### src/rtl/zrz_pkg.sv
package zrz_pkg;
  typedef enum logic [1:0] {ST_IDLE, ST_ERASE, ST_DONE} zrz_state_e;

  localparam logic [31:0] LFSR_MASK = 32'h8020_0003;

  // One Galois step, right shifting
  function automatic logic [31:0] lfsr_next(input logic [31:0] s);
    return s[0] ? ((s >> 1) ^ LFSR_MASK) : (s >> 1);
  endfunction
endpackage

### src/rtl/tamper_sync.sv
module tamper_sync #(
  parameter int N_TAMPER = 4
) (
  input  logic                clk,
  input  logic                rst_n,
  input  logic [N_TAMPER-1:0] tamper_i,
  output logic                fire_o,
  output logic                event_o
);
  logic [N_TAMPER-1:0] s1_q, s2_q;
  logic                evt_q;

  always_ff @(posedge clk or negedge rst_n) begin
    if (!rst_n) begin
      s1_q  <= '0;
      s2_q  <= '0;
      evt_q <= 1'b0;
    end else begin
      s1_q  <= tamper_i;
      s2_q  <= s1_q;
      evt_q <= evt_q | (|s2_q);
    end
  end

  assign fire_o  = |s2_q;
  assign event_o = evt_q;

  // event latch never falls outside reset
  assert_event_sticky_R2: assert property (@(posedge clk) disable iff (!rst_n)
    $past(evt_q) |-> evt_q);
  // a synchronized pulse always leaves the latch set
  assert_fire_latched_R1: assert property (@(posedge clk) disable iff (!rst_n)
    fire_o |=> event_o);
endmodule

### src/rtl/zrz_lfsr.sv
module zrz_lfsr #(
  parameter logic [31:0] SEED = 32'hACE1_2024
) (
  input  logic        clk,
  input  logic        rst_n,
  input  logic        step_i,
  output logic [31:0] value_o
);
  import zrz_pkg::*;
  logic [31:0] st_q;

  initial begin
    assert (SEED != 32'h0) else $error("LFSR seed must be nonzero");
  end

  always_ff @(posedge clk or negedge rst_n) begin
    if (!rst_n)      st_q <= SEED;
    else if (step_i) st_q <= lfsr_next(st_q);
  end

  assign value_o = st_q;

  assert_lfsr_nonzero_R4: assert property (@(posedge clk) disable iff (!rst_n)
    st_q != 32'h0);
  assert_lfsr_hold_R4: assert property (@(posedge clk) disable iff (!rst_n)
    !$past(step_i) |-> $stable(st_q));
endmodule

### src/rtl/erase_seq.sv
module erase_seq #(
  parameter int ADDR_W      = 6,
  parameter int DATA_W      = 32,
  parameter int RAND_PASSES = 3
) (
  input  logic              clk,
  input  logic              rst_n,
  input  logic              start_i,
  input  logic [31:0]       rnd_i,
  output logic              step_o,
  output logic              we_o,
  output logic [ADDR_W-1:0] addr_o,
  output logic [DATA_W-1:0] wdata_o,
  output logic              busy_o,
  output logic              done_o
);
  import zrz_pkg::*;
  localparam int TOTAL  = RAND_PASSES + 1;
  localparam int PASS_W = $clog2(TOTAL + 1);

  zrz_state_e        st_q;
  logic [ADDR_W-1:0] addr_q;
  logic [PASS_W-1:0] pass_q;

  logic active, addr_last, pass_last, final_write, rand_pass;
  assign active      = (st_q == ST_ERASE);
  assign addr_last   = (addr_q == '1);
  assign pass_last   = (pass_q == PASS_W'(TOTAL - 1));
  assign final_write = active & addr_last & pass_last;
  assign rand_pass   = (pass_q < PASS_W'(RAND_PASSES));

  always_ff @(posedge clk or negedge rst_n) begin
    if (!rst_n) begin
      st_q   <= ST_IDLE;
      addr_q <= '0;
      pass_q <= '0;
    end else begin
      unique case (st_q)
        ST_IDLE:  if (start_i) st_q <= ST_ERASE;
        ST_ERASE: begin
          addr_q <= addr_q + 1'b1;
          if (addr_last) pass_q <= pass_q + 1'b1;
          if (final_write) st_q <= ST_DONE;
        end
        default:  st_q <= ST_DONE;
      endcase
    end
  end

  assign we_o    = active;
  assign addr_o  = addr_q;
  assign wdata_o = (active && rand_pass) ? DATA_W'(rnd_i) : '0;
  assign step_o  = active & rand_pass;
  assign busy_o  = active;
  assign done_o  = (st_q == ST_DONE);

  assert_addr_ascending_R5: assert property (@(posedge clk) disable iff (!rst_n)
    active && $past(active) |-> addr_q == $past(addr_q) + 1'b1);
  assert_no_abort_R8: assert property (@(posedge clk) disable iff (!rst_n)
    $past(active) && !$past(final_write) |-> active);
  assert_done_sticky_R9: assert property (@(posedge clk) disable iff (!rst_n)
    $past(done_o) |-> done_o && !busy_o);
  assert_full_passes_R3: assert property (@(posedge clk) disable iff (!rst_n)
    $rose(done_o) |-> pass_q == PASS_W'(TOTAL) && addr_q == '0);
endmodule

### src/rtl/zeroize_ctrl.sv
module zeroize_ctrl #(
  parameter int          N_TAMPER    = 4,
  parameter int          ADDR_W      = 6,
  parameter int          DATA_W      = 32,
  parameter int          RAND_PASSES = 3,
  parameter logic [31:0] SEED        = 32'hACE1_2024
) (
  input  logic                clk,
  input  logic                rst_n,
  input  logic [N_TAMPER-1:0] tamper_i,
  input  logic                rdlock_i,
  output logic                mem_we_o,
  output logic [ADDR_W-1:0]   mem_addr_o,
  output logic [DATA_W-1:0]   mem_wdata_o,
  input  logic [ADDR_W-1:0]   host_rd_addr_i,
  output logic [ADDR_W-1:0]   mem_rd_addr_o,
  input  logic [DATA_W-1:0]   mem_rd_data_i,
  output logic [DATA_W-1:0]   host_rd_data_o,
  output logic                busy_o,
  output logic                done_o,
  output logic                tamper_event_o
);
  logic        fire, evt, step;
  logic [31:0] rnd;
  logic        lock_q, locked;

  tamper_sync #(.N_TAMPER(N_TAMPER)) u_sync (
    .clk(clk), .rst_n(rst_n), .tamper_i(tamper_i),
    .fire_o(fire), .event_o(evt));

  zrz_lfsr #(.SEED(SEED)) u_lfsr (
    .clk(clk), .rst_n(rst_n), .step_i(step), .value_o(rnd));

  erase_seq #(.ADDR_W(ADDR_W), .DATA_W(DATA_W), .RAND_PASSES(RAND_PASSES)) u_seq (
    .clk(clk), .rst_n(rst_n), .start_i(fire), .rnd_i(rnd), .step_o(step),
    .we_o(mem_we_o), .addr_o(mem_addr_o), .wdata_o(mem_wdata_o),
    .busy_o(busy_o), .done_o(done_o));

  always_ff @(posedge clk or negedge rst_n) begin
    if (!rst_n) lock_q <= 1'b0;
    else        lock_q <= lock_q | rdlock_i;
  end

  assign locked         = lock_q | evt;
  assign mem_rd_addr_o  = host_rd_addr_i;
  assign host_rd_data_o = locked ? '0 : mem_rd_data_i;
  assign tamper_event_o = evt;

  // erase start and event latch move together
  assert_start_with_event_R1: assert property (@(posedge clk) disable iff (!rst_n)
    $rose(busy_o) |-> tamper_event_o);
  assert_read_blocked_R6: assert property (@(posedge clk) disable iff (!rst_n)
    (tamper_event_o || busy_o || done_o) |-> host_rd_data_o == '0);
  assert_lock_no_write_R7: assert property (@(posedge clk) disable iff (!rst_n)
    mem_we_o |-> tamper_event_o);
  assert_lock_sticky_R7: assert property (@(posedge clk) disable iff (!rst_n)
    $past(locked) |-> locked);
endmodule

### config.mk
export PLATFORM = sky130hd
export DESIGN_NAME = zeroize_ctrl
export DESIGN_NICKNAME = d
export VERILOG_FILES = /design/src/rtl/zrz_pkg.sv /design/src/rtl/tamper_sync.sv /design/src/rtl/zrz_lfsr.sv /design/src/rtl/erase_seq.sv /design/src/rtl/zeroize_ctrl.sv
export SDC_FILE = /design/constraint.sdc
export NUM_CORES = 1
export LEC_CHECK = 0
export ABC_CLOCK_PERIOD_IN_PS = 1900
export CAP_MARGIN = 20
export CORE_MARGIN = 2
export CORE_UTILIZATION = 41
export DETAILED_ROUTE_END_ITERATION = 7
export PLACE_DENSITY = 0.91
export SETUP_SLACK_MARGIN = 0.15
export SLEW_MARGIN = 20
export SYNTH_ARGS = -nofsm -noshare
export SYNTH_HDL_FRONTEND = slang
export SYNTH_SLANG_ARGS = --single-unit
export TNS_END_PERCENT = 10
### constraint.sdc
create_clock -name clk -period 1.9 [get_ports clk]
set_input_delay 0.38 -clock clk [delete_from_list [all_inputs] [get_ports clk]]
set_output_delay 0.38 -clock clk [all_outputs]
set_load 0.01 [all_outputs]
==> run_results.csv, run 1 <==
group,metric,value,unit
route,vias,1986,
global_routing,grt_overflow,0,
die,core-area,6310,um^2
global_routing,grt_pass1_vias,1915,
clock_tree,cts_made_buffers,5,
sta,clock-skew-final,0.0104,ns
route,via_per_inst,4.87,
sta,max_freq,501,MHz
global_routing,grt_max_degree,54,
logic_synthesis,syn_inst,208,
pwr,total_power,4930,uW
layout,n_antenna_cell,0,
sta,worst_pin_slew,0.438,ns
global_routing,grt_pass1_wl,9740,um
place,port-buffer-count,112,
setup_path,arrival,1.62,ns
flow_run,drv_cap,0,
sta,setup_viol,15,
logic_synthesis,yosysWarnings,0,
clock_tree,cts-root-buf,"clkbuf_8",
logic_synthesis,synth-async-reset-ratio,100,%
layout,drive_gt1_share,52.9,%
layout,fin_nets,378,
logic_synthesis,ys.flop_type,"dfrtp_1",
setup_path,start_kind,"register",
place,dpl-instance-area,3820,um^2
sta,finalMaxSlewViolations,0,
die,io_pins,125,
sta,relSlewSlack,70.5,%
logic_synthesis,syn_area_per_cell,12.7,um^2
logic_synthesis,yosys_register_bits,53,
sta,post-route-period-util,105,%
clock_tree,path_clk_slew,0.09,ns
die,row_count,29,
logic_synthesis,synthTopCellsByArea,"dfrtp_1, mux2_4, dfstp_2, and3_1, and2_1",
logic_synthesis,synth_top_area_share,39.7,%
setup_path,crit_fanout,8,
layout,final_common_cell,"clkdlybuf4s50_1",
setup_path,required,1.52,ns
route,drt_wl_total,6450,um
clock_tree,htreeDepth,2,
place,gp_congestion,0.711,
route,firstDrtPassIters,4,
place,dp_slack,-0.0785,ns
outcome,violations,"setup timing",
sta,rsz0062_at_grt,"true",
die,die_area,7120,um^2
global_routing,gr-usage-all-layers,16.9,%
logic_synthesis,yosys.cell_types.count,29,
global_routing,grt_antenna_before_repair,0,
route,first_iter_violations,125,
setup_path,cp-end-kind,"primary output",
setup_path,worst-setup-path-type,"reg2out",
logic_synthesis,synth_largest_area_cell,"dfrtp_1",
die,die_x,84.4,um
clock_tree,clk_path_buf_depth,2,
worst_hold_path,hold_class,"in2async",
layout,design_area,4030,um^2
logic_synthesis,synth_edf_count,0,
die,die_y,84.4,um
logic_synthesis,ys_seq_area_share,50.6,%
pwr,ir_drop,0.917,mV
die,start_util,41.9,%
sta,setup_ws,-0.0971,ns
clock_tree,clkLatencyLatePin,0.30,ns
layout,final_cell_mix,"clkdlybuf4s50_1, dfrtp_1, buf_2, buf_6, and3_1",
route,drtAntennaViolNets,0,
pwr,p_per_area,1220,nW/um^2
route,drc_errors,0,
pwr,p_leak,0.00200,uW
sta,period_needed,2.00,ns
logic_synthesis,synth_nets,256,
clock_tree,cts.sinks,53,
logic_synthesis,netlist_area,2650,um^2
sta,hold_viol,0,
clock_tree,cts_tree,"done",
place,place.detailed.hpwl,4110,um
outcome,status,"complete, but fails checks",
layout,area_delta_synth_final,52.2,%
route,wl_per_cell,15.8,um
-- cells in the mapped netlist, types with 2 or more instances --
| cell | n |
|---|---|
| nor2_1 | 3 |
| clkbuf_1 | 9 |
| ha_1 | 3 |
| or2_2 | 2 |
| dfstp_2 | 11 |
| buf_4 | 7 |
| inv_1 | 2 |
| nand4_1 | 4 |
| buf_6 | 2 |
| and2_1 | 32 |
| xnor2_1 | 6 |
| mux2_2 | 3 |
| dfrtp_1 | 42 |
| buf_12 | 3 |
| xor2_1 | 3 |
| a21oi_1 | 4 |
| mux2_4 | 28 |
| and3_1 | 33 |
-- power breakdown --
part	internal, uW	switching (uW)	leakage, uW
Sequential	1660	400	0.000601
Clock	430	343	0.0000585
Combinational	1310	785	0.00134
-- logic make-up after synthesis --
logic type,synth area share [%]
AND/OR/NAND/NOR,19.8
flip-flops,50.6
multiplexers,17.5
buffers and inverters,6.66
XOR/XNOR,2.98
AO/OA/AOI/OAI,1.04
adder cells (fa/ha/maj),1.42
-- final cells by class --
type / count / area, um^2
repair buffers: 136 / 1240
flip-flops and latches: 53 / 1340
clock buffers: 7 / 86.3
clock inverters: 1 / 30.0
multi-input cells: 132 / 1220
fillers: 496 / 2280
well taps: 77 / 96.3
inverters: 2 / 7.51
-- flip-flops by register name, summed over array words and instances (netlist names) --
register / count
u_seq.st_q: 2
u_sync.s1_q: 4
u_sync.s2_q: 4
u_lfsr.value_o: 32
u_seq.pass_q: 3
u_sync.event_o: 1
lock_q: 1
u_seq.addr_o: 6
-- per-stage QoR --
| stage | hold slack, ns | setup TNS [ns] | utilization (%) | std cells |
|---|---|---|---|---|
| floorplan | 0.0844 | 0 | - | 208 |
| global placement | 0.333 | -0.0698 | 60.4 | 386 |
| detailed placement | 0.336 | -1.10 | 60.4 | 386 |
| CTS | 0.0702 | -0.118 | 61.0 | 403 |
| global route | 0.0682 | -3.57 | 63.8 | 408 |
| finish | 0.0580 | -1.21 | 63.8 | 408 |
-- worst max-delay path, cell delays in order (launching register included) --
cell	delay [ns]
dfrtp_1	0.42
nor3b_4	0.23
buf_4	0.15
buf_6	0.12
clkbuf_16	0.14
and3_4	0.18
buf_6	0.09
-- worst paths after layout --
kind | slack, ns | endpoint | cells past startpoint | from
min in group clk | 0.35 | u_sync.s2_q[1]$_DFF_PN0_ | 0 | u_sync.s1_q[1]$_DFF_PN0_
max | -0.1 | mem_wdata_o[11] | 6 | u_seq.pass_q[2]$_DFFE_PN0P_
max reg2reg | 0.21 | u_lfsr.value_o[17]$_DFFE_PN0P_ | 6 | u_seq.st_q[1]$_DFFE_PN0P_
min reg2reg | 0.35 | u_sync.s2_q[1]$_DFF_PN0_ | 0 | u_sync.s1_q[1]$_DFF_PN0_
min | 0.06 | u_lfsr.value_o[25]$_DFFE_PN0P_ | 2 | rst_n
max in group asynchronous | 1.55 | u_lfsr.value_o[16]$_DFFE_PN1P_ | 2 | rst_n
-- per-layer routing --
layer,GRT usage (%),routed length (um),vias up
met5,0,0,-
met4,4.33,44,0
met3,3.83,367,6
met2,27.3,3280,69
met1,23.3,2760,971
li1,-,-,940
-- what timing repair did --
item | 4_1_cts | 5_1_grt
hold endpoints to repair | 0 | 0
hold buffers | 0 | 0
resized for setup | 268 | 62
pin swaps | 7 | 27
setup endpoints to repair | 67 | 69
buffers inserted | 6 | 4
cloned | 3 | 1
No activity file was read; power rests on OpenSTA's default activity.
==> run 2, diff against run 1 <==
--- a/config.mk
+++ b/config.mk
@@ -12,7 +12,7 @@
 export DETAILED_ROUTE_END_ITERATION = 7
 export PLACE_DENSITY = 0.91
 export SETUP_SLACK_MARGIN = 0.15
-export SLEW_MARGIN = 20
+export SLEW_MARGIN = 15
 export SYNTH_ARGS = -nofsm -noshare
 export SYNTH_HDL_FRONTEND = slang
 export SYNTH_SLANG_ARGS = --single-unit
==> results of run 2 <==
Final layout, timing and power as in run 1 (identical DEF).
